### src/rtl/lpm_pkg.sv
package lpm_pkg;
  localparam int RET_W       = 2;
  localparam int EXTRA_BANKS = (1 << RET_W) - 1;
  localparam int MODE_W      = 2;

  typedef enum logic [1:0] {
    PM_ACTIVE = 2'd0,
    PM_SLEEP  = 2'd1,
    PM_HIBER  = 2'd2
  } pm_state_e;

  localparam logic [MODE_W-1:0] MODE_SLEEP = 2'd1;
  localparam logic [MODE_W-1:0] MODE_HIBER = 2'd2;

  // Count of extra banks kept alive becomes a thermometer vector
  function automatic logic [EXTRA_BANKS-1:0] ret_thermo(input logic [RET_W-1:0] sel);
    logic [EXTRA_BANKS-1:0] t;
    for (int i = 0; i < EXTRA_BANKS; i++) t[i] = (int'(sel) > i);
    return t;
  endfunction
endpackage

### src/rtl/lpm_cfg_regs.sv
module lpm_cfg_regs
  import lpm_pkg::*;
#(
  parameter int DATA_W = 8
) (
  input  logic              clk,
  input  logic              rst_n,
  input  logic              we,
  input  logic [DATA_W-1:0] wdata,
  input  logic              dbg_set,
  output logic [MODE_W-1:0] mode,
  output logic              mon_off,
  output logic [RET_W-1:0]  ret_sel,
  output logic              dbg_latched,
  output logic [DATA_W-1:0] rdata
);
  localparam int MODE_LSB = 0;
  localparam int MON_BIT  = 3;
  localparam int RET_LSB  = 4;

  always_ff @(posedge clk or negedge rst_n) begin
    if (!rst_n) begin
      mode    <= '0;
      mon_off <= 1'b0;
      ret_sel <= '0;
    end else if (we) begin
      mode    <= wdata[MODE_LSB +: MODE_W];
      mon_off <= wdata[MON_BIT];
      ret_sel <= wdata[RET_LSB +: RET_W];
    end
  end

  // Debug hold: sticky until power-on reset
  always_ff @(posedge clk or negedge rst_n) begin
    if (!rst_n)       dbg_latched <= 1'b0;
    else if (dbg_set) dbg_latched <= 1'b1;
  end

  always_comb begin
    rdata = '0;
    rdata[MODE_LSB +: MODE_W] = mode;
    rdata[MON_BIT]            = mon_off;
    rdata[RET_LSB +: RET_W]   = ret_sel;
  end

  a_r10_latch_sticky: assert property (@(posedge clk) disable iff (!rst_n)
    dbg_latched |=> dbg_latched);
  a_r2_write_lands: assert property (@(posedge clk) disable iff (!rst_n)
    we |=> (rdata[MODE_LSB +: MODE_W] == $past(wdata[MODE_LSB +: MODE_W])));
endmodule

### src/rtl/lpm_fsm.sv
module lpm_fsm
  import lpm_pkg::*;
(
  input  logic              clk,
  input  logic              rst_n,
  input  logic [MODE_W-1:0] mode,
  input  logic              mon_off,
  input  logic [RET_W-1:0]  ret_sel,
  input  logic              dbg_latched,
  input  logic              wfi_req,
  input  logic              wake_evt,
  input  logic              vreg_low,
  input  logic              vext_low,
  output pm_state_e         state,
  output logic [RET_W-1:0]  hib_ret,
  output logic              rst_pulse
);
  pm_state_e state_nx;
  logic enter_sleep, enter_hib, supply_fault, wake_exit;

  assign enter_sleep  = (state == PM_ACTIVE) && wfi_req && !dbg_latched && (mode == MODE_SLEEP);
  assign enter_hib    = (state == PM_ACTIVE) && wfi_req && !dbg_latched && (mode == MODE_HIBER);
  assign supply_fault = (state == PM_HIBER) && (vreg_low || (vext_low && !mon_off));
  assign wake_exit    = (state != PM_ACTIVE) && wake_evt && !supply_fault;

  always_comb begin
    state_nx = state;
    if (enter_sleep)                  state_nx = PM_SLEEP;
    else if (enter_hib)               state_nx = PM_HIBER;
    else if (supply_fault || wake_exit) state_nx = PM_ACTIVE;
  end

  always_ff @(posedge clk or negedge rst_n) begin
    if (!rst_n) begin
      state     <= PM_ACTIVE;
      hib_ret   <= '0;
      rst_pulse <= 1'b0;
    end else begin
      state     <= state_nx;
      rst_pulse <= supply_fault;
      if (enter_hib) hib_ret <= ret_sel;
    end
  end

  a_r3_sleep_entry: assert property (@(posedge clk) disable iff (!rst_n)
    (state == PM_ACTIVE && wfi_req && !dbg_latched && mode == MODE_SLEEP) |=> state == PM_SLEEP);
  a_r4_no_entry_without_wfi: assert property (@(posedge clk) disable iff (!rst_n)
    (state == PM_ACTIVE && !wfi_req) |=> state == PM_ACTIVE);
  a_r7_wake_returns: assert property (@(posedge clk) disable iff (!rst_n)
    (state != PM_ACTIVE && wake_evt) |=> state == PM_ACTIVE);
  a_r8_single_pulse: assert property (@(posedge clk) disable iff (!rst_n)
    rst_pulse |=> !rst_pulse);
  a_r8_pulse_from_hib: assert property (@(posedge clk) disable iff (!rst_n)
    rst_pulse |-> (state == PM_ACTIVE && $past(state) == PM_HIBER));
  a_r10_veto: assert property (@(posedge clk) disable iff (!rst_n)
    (dbg_latched && state == PM_ACTIVE) |=> state == PM_ACTIVE);
  a_r6_ret_frozen: assert property (@(posedge clk) disable iff (!rst_n)
    (state == PM_HIBER) |=> $stable(hib_ret));
endmodule

### src/rtl/lpm_out_map.sv
module lpm_out_map
  import lpm_pkg::*;
(
  input  logic                   clk,
  input  logic                   rst_n,
  input  pm_state_e              state,
  input  logic [RET_W-1:0]       hib_ret,
  output logic                   core_clk_en,
  output logic                   periph_clk_en,
  output logic                   periph_pwr_en,
  output logic                   sram_base_ret,
  output logic [EXTRA_BANKS-1:0] sram_extra_ret
);
  logic in_hib;
  assign in_hib = (state == PM_HIBER);

  assign core_clk_en   = (state == PM_ACTIVE);
  assign periph_clk_en = !in_hib;
  assign periph_pwr_en = !in_hib;
  assign sram_base_ret = in_hib;

  for (genvar g = 0; g < EXTRA_BANKS; g++) begin : g_bank
    logic thermo_bit;
    assign thermo_bit        = ret_thermo(hib_ret)[g];
    assign sram_extra_ret[g] = in_hib && thermo_bit;
  end

  a_r6_count_matches: assert property (@(posedge clk) disable iff (!rst_n)
    in_hib |-> ($countones(sram_extra_ret) == int'(hib_ret)));
  a_r5_retain_only_when_off: assert property (@(posedge clk) disable iff (!rst_n)
    (sram_extra_ret != '0) |-> (sram_base_ret && !periph_pwr_en));
  a_r3_core_gated_first: assert property (@(posedge clk) disable iff (!rst_n)
    core_clk_en |-> periph_clk_en);
endmodule

### src/rtl/lpm_sequencer.sv
module lpm_sequencer
  import lpm_pkg::*;
#(
  parameter int DATA_W = 8
) (
  input  logic              clk,
  input  logic              rst_n,
  input  logic              cfg_we,
  input  logic [DATA_W-1:0] cfg_wdata,
  output logic [DATA_W-1:0] cfg_rdata,
  input  logic              wfi_req,
  input  logic              dbg_hold_set,
  input  logic              wake_evt,
  input  logic              vreg_low,
  input  logic              vext_low,
  output logic [1:0]        cur_mode,
  output logic              core_clk_en,
  output logic              periph_clk_en,
  output logic              periph_pwr_en,
  output logic              sram_base_ret,
  output logic [2:0]        sram_extra_ret,
  output logic              chip_rst_req
);
  logic [MODE_W-1:0] mode;
  logic              mon_off;
  logic [RET_W-1:0]  ret_sel;
  logic              dbg_latched;
  pm_state_e         state;
  logic [RET_W-1:0]  hib_ret;

  lpm_cfg_regs #(.DATA_W(DATA_W)) u_regs (
    .clk(clk), .rst_n(rst_n), .we(cfg_we), .wdata(cfg_wdata), .dbg_set(dbg_hold_set),
    .mode(mode), .mon_off(mon_off), .ret_sel(ret_sel), .dbg_latched(dbg_latched),
    .rdata(cfg_rdata)
  );

  lpm_fsm u_fsm (
    .clk(clk), .rst_n(rst_n), .mode(mode), .mon_off(mon_off), .ret_sel(ret_sel),
    .dbg_latched(dbg_latched), .wfi_req(wfi_req), .wake_evt(wake_evt),
    .vreg_low(vreg_low), .vext_low(vext_low), .state(state), .hib_ret(hib_ret),
    .rst_pulse(chip_rst_req)
  );

  lpm_out_map u_map (
    .clk(clk), .rst_n(rst_n), .state(state), .hib_ret(hib_ret),
    .core_clk_en(core_clk_en), .periph_clk_en(periph_clk_en),
    .periph_pwr_en(periph_pwr_en), .sram_base_ret(sram_base_ret),
    .sram_extra_ret(sram_extra_ret)
  );

  assign cur_mode = state;

  a_r1_rst_only_active: assert property (@(posedge clk) disable iff (!rst_n)
    chip_rst_req |-> (core_clk_en && periph_pwr_en));
endmodule

### config.mk
export PLATFORM = sky130hd
export DESIGN_NAME = lpm_sequencer
export DESIGN_NICKNAME = d
export VERILOG_FILES = /design/src/rtl/lpm_pkg.sv /design/src/rtl/lpm_cfg_regs.sv /design/src/rtl/lpm_fsm.sv /design/src/rtl/lpm_out_map.sv /design/src/rtl/lpm_sequencer.sv
export SDC_FILE = /design/constraint.sdc
export NUM_CORES = 1
export LEC_CHECK = 0
export BUFFER_PORTS_ARGS = -buffer_cell sky130_fd_sc_hd__buf_4
export CAP_MARGIN = 15
export CORE_MARGIN = 1
export CORE_UTILIZATION = 39
export CTS_BUF_LIST = sky130_fd_sc_hd__clkbuf_16
export DETAILED_ROUTE_END_ITERATION = 6
export GPL_ROUTABILITY_DRIVEN = 0
export GPL_TIMING_DRIVEN = 0
export PLACE_DENSITY = 0.76
export SLEW_MARGIN = 20
export SYNTH_ARGS = -nofsm -noshare
export SYNTH_HDL_FRONTEND = slang
export SYNTH_SLANG_ARGS = --single-unit
export TNS_END_PERCENT = 1
### constraint.sdc
create_clock -name clk -period 1.3 [get_ports clk]
set_input_delay 0.13 -clock clk [delete_from_list [all_inputs] [get_ports clk]]
set_output_delay 0.13 -clock clk [all_outputs]
set_load 0.005 [all_outputs]
==> metrics.txt <==
# TYPE chip_impl_metric gauge
chip_impl_info{name="run_status",value="finished, violations left"} 1
chip_impl_info{name="failed_checks",value="negative setup slack"} 1
chip_impl_metric{name="drt_drc_violations_left",unit=""} 0
chip_impl_metric{name="antenna_found_initial",unit=""} 0
chip_impl_metric{name="postLayoutCoreUtil",unit=""} 0.7695
chip_impl_metric{name="routed-via-count",unit=""} 453
chip_impl_info{name="timing.critical_path.from",value="u_fsm.state[0]"} 1
chip_impl_metric{name="htree_levels",unit=""} 1
chip_impl_info{name="synth.largest_area_cell",value="sky130_fd_sc_hd__dfrtp_1"} 1
chip_impl_metric{name="post-place-cells",unit=""} 86
chip_impl_metric{name="place.detailed.hpwl",unit="um"} 727.2
chip_impl_metric{name="worstSkewPairLatency",unit="ns"} 0.23
chip_impl_metric{name="die_h",unit="um"} 38.05
chip_impl_metric{name="first_pass_iters",unit=""} 3
chip_impl_metric{name="flow.area_growth_from_synthesis",unit="%"} 75.56
chip_impl_metric{name="worst_ep_arrival_time",unit="ns"} 1.25
chip_impl_metric{name="coreArea",unit="um2"} 1156
chip_impl_info{name="tritoncts",value="built"} 1
chip_impl_metric{name="first_global_vias",unit=""} 396
chip_impl_metric{name="dp_slack",unit="ns"} 0.08640
chip_impl_metric{name="worst-path-stages",unit=""} 4
chip_impl_metric{name="rr_worst_depth",unit=""} 4
chip_impl_metric{name="antenna-diode-count",unit=""} 0
chip_impl_metric{name="worst_clock_skew",unit="ns"} 0.001710
chip_impl_metric{name="total_power",unit="mW"} 1.026
chip_impl_metric{name="routed_wl",unit="mm"} 1.132
chip_impl_info{name="rsz_0062_raised_after_global_routing",value="true"} 1
chip_impl_metric{name="core.rowCount",unit=""} 12
chip_impl_metric{name="critical_path_required",unit="ns"} 1.17
chip_impl_metric{name="drive_gt1_frac",unit=""} 0.6463
chip_impl_metric{name="critPathMaxFanout",unit=""} 4
chip_impl_info{name="most_common_cell_in_the_synthesized_netlist",value="sky130_fd_sc_hd__dfrtp_1"} 1
chip_impl_metric{name="postSynthAreaPerCell",unit="um2"} 11.78
chip_impl_info{name="hp_class",value="in -> reg"} 1
chip_impl_metric{name="via_per_inst",unit=""} 4.719
chip_impl_info{name="path_cells",value="or2b_1 -> inv_2 -> and3_4 -> buf_6"} 1
chip_impl_metric{name="grt_first_pass_wirelength",unit="mm"} 1.552
chip_impl_metric{name="timing.max_cap.violations",unit=""} 0
chip_impl_info{name="crit_path_start_kind",value="register"} 1
chip_impl_metric{name="synthesis.yosys.warnings",unit=""} 0
chip_impl_metric{name="maxClockFrequency",unit="GHz"} 0.7240
chip_impl_info{name="crit_family",value="simple AND/OR/NAND/NOR gates"} 1
chip_impl_metric{name="syn_inst",unit=""} 43
chip_impl_metric{name="global_route.overflow_total",unit=""} 0
chip_impl_info{name="synth_ff_type",value="sky130_fd_sc_hd__dfrtp_1"} 1
chip_impl_metric{name="worst-path-buf-inv",unit=""} 2
chip_impl_metric{name="grt_start_max_net_pins",unit=""} 12
chip_impl_metric{name="finalHoldViolations",unit=""} 0
chip_impl_metric{name="drt_first_iter_violations",unit=""} 6
chip_impl_metric{name="number_of_placed_i_o_pins",unit=""} 34
chip_impl_metric{name="initial_core_util",unit=""} 0.4383
chip_impl_metric{name="power_per_cell_area",unit="nW/um2"} 1153
chip_impl_metric{name="die-area",unit="um2"} 1447
chip_impl_metric{name="synth_top_area_share",unit=""} 0.5432
chip_impl_metric{name="timing.final.setup_violations",unit=""} 3
chip_impl_info{name="destination_of_the_worst_register_to_register_timing_path",value="u_fsm.hib_ret[0]"} 1
chip_impl_info{name="crit_end",value="sram_extra_ret[2]"} 1
chip_impl_metric{name="buffer_ports.inserted",unit=""} 27
chip_impl_metric{name="critPathMaxStageDelay",unit="ns"} 0.39
chip_impl_metric{name="clk_pin_slew_worst_paths",unit="ns"} 0.04
chip_impl_metric{name="number_of_flops_mapped_to_enable_cells_by_yosys",unit=""} 0
chip_impl_metric{name="setup_tns",unit="ns"} -0.2040
chip_impl_metric{name="irDropWorstVdd",unit="uV"} 1234
chip_impl_info{name="reg2reg_launch_point",value="u_fsm.state[1]"} 1
chip_impl_info{name="critical_path.endpoint_type",value="primary output"} 1
chip_impl_info{name="synth.area.top_cells",value="sky130_fd_sc_hd__dfrtp_1, sky130_fd_sc_hd__mux2_2, sky130_fd_sc_hd__buf_4, sky130_fd_sc_hd__nor2_1, sky130_fd_sc_hd__nand2b_1"} 1
chip_impl_metric{name="synth_sequential_area_ratio",unit=""} 0.5432
chip_impl_metric{name="worst_hold_slack",unit="ns"} 0.07512
chip_impl_metric{name="nNetsFinal",unit=""} 99
chip_impl_metric{name="maxSlewViolCount",unit=""} 0
chip_impl_info{name="critPathKind",value="reg -> out"} 1
chip_impl_metric{name="wl_per_cell",unit="um"} 11.79
chip_impl_metric{name="final-instance-count-excl-fill",unit=""} 96
chip_impl_info{name="worst_path_max_delay_cell",value="sky130_fd_sc_hd__dfrtp_2"} 1
chip_impl_metric{name="static-leakage-power",unit="nW"} 0.4507
chip_impl_metric{name="synth_cell_types",unit=""} 17
chip_impl_metric{name="final.setup.worst_slack",unit="ns"} -0.08130
chip_impl_metric{name="timing.final.crit_period",unit="ns"} 1.381
chip_impl_metric{name="cts_inserted_buffers",unit=""} 3
chip_impl_metric{name="fin_area",unit="um2"} 889.6
chip_impl_metric{name="drtAntennaViolNets",unit=""} 0
chip_impl_metric{name="synthesis.area",unit="um2"} 506.7
chip_impl_metric{name="dieWidth",unit="um"} 38.05
chip_impl_metric{name="async_flop_share",unit=""} 1.000
chip_impl_metric{name="clock_path_buffers",unit=""} 2
chip_impl_metric{name="clock_sinks",unit=""} 11
chip_impl_metric{name="post-route-period-util",unit=""} 1.063
chip_impl_metric{name="worst-r2r-setup-slack",unit="ns"} 0.07
chip_impl_metric{name="synth-seq-cells",unit=""} 11
chip_impl_info{name="synth_common_cells",value="sky130_fd_sc_hd__dfrtp_1, sky130_fd_sc_hd__mux2_2, sky130_fd_sc_hd__buf_4, sky130_fd_sc_hd__nor2_1"} 1
chip_impl_metric{name="grt_util_all_layers",unit=""} 0.1737
chip_impl_info{name="root_buffer",value="sky130_fd_sc_hd__clkbuf_16"} 1
chip_impl_metric{name="dpl-instance-area",unit="um2"} 734.5
-- per-layer routing --
layer / routed length, um / vias up / global-route usage
met2: 606 / 20 / 0.2839
met4: 35 / 0 / 0.1339
met3: 74 / 4 / 0.08721
li1: - / 215 / -
met5: 0 / - / 0
met1: 415 / 214 / 0.1617
-- layout by cell type (no fill, tap or decap), types with 2 or more instances in the layout --
cell,synthesis,layout
sky130_fd_sc_hd__nand2b_1,2,2
sky130_fd_sc_hd__a21oi_1,2,2
sky130_fd_sc_hd__buf_4,5,34
sky130_fd_sc_hd__inv_1,2,2
sky130_fd_sc_hd__nor2_1,4,4
sky130_fd_sc_hd__buf_6,0,3
sky130_fd_sc_hd__conb_1,1,3
sky130_fd_sc_hd__clkbuf_16,0,3
sky130_fd_sc_hd__mux2_2,7,7
sky130_fd_sc_hd__dfrtp_1,11,10
-- cell families after synthesis --
family	synth area share
and+or+nand+nor	0.1556
DFF	0.5432
muxes	0.1753
buffers and inverters	0.08890
AOI/OAI and AO/OA	0.02962
other	0.007400
-- registers in the layout, summed over array words and instances (netlist names) --
signal              flops
u_regs.ret_sel          2
u_fsm.state             2
u_fsm.rst_pulse         1
u_fsm.hib_ret           2
u_regs.dbg_latched      1
u_regs.mon_off          1
u_regs.mode             2
-- power by group --
group	leakage (nW)	switching, mW	internal (mW)
Sequential	0.135	0.0168	0.362
Combinational	0.273	0.0328	0.0731
Clock	0.0423	0.139	0.402
Total	0.451	0.188	0.837
-- how the worst min path moves through the flow --
stage	from	endpoint	slack [ns]	depth (start not counted)
6_report	wake_evt	u_fsm.state[0]	0.08	2
5_1_grt	dbg_hold_set	u_regs.dbg_latched	0.08	2
4_1_cts	wake_evt	u_fsm.state[0]	0.07	2
3_5_place_dp	rst_n	u_fsm.hib_ret[1]	-0.03	1
3_3_place_gp	rst_n	u_regs.ret_sel[1]	-0.03	1
2_1_floorplan	rst_n	u_fsm.hib_ret[0]	-0.17	0
-- area by class of cell --
type / instances / area [um2]
plain buffers: 5 / 37.54
clock buffers: 3 / 75.07
clock inverters: 1 / 3.754
fillers: 80 / 266.5
inverters: 2 / 7.507
multi-input cells: 27 / 210.2
flip-flops and latches: 11 / 276.5
well taps: 14 / 17.52
repair buffers: 33 / 261.5
-- timing repair --
item | in CTS | in global routing
hold buffers | 1 | 0
buffers inserted | 4 | 1
resized for setup | 4 | 4
pin swaps | 1 | 1
hold endpoints to repair | 11 | 0
setup endpoints to repair | 5 | 7
Note: power is estimated with default switching activity, not from simulation.
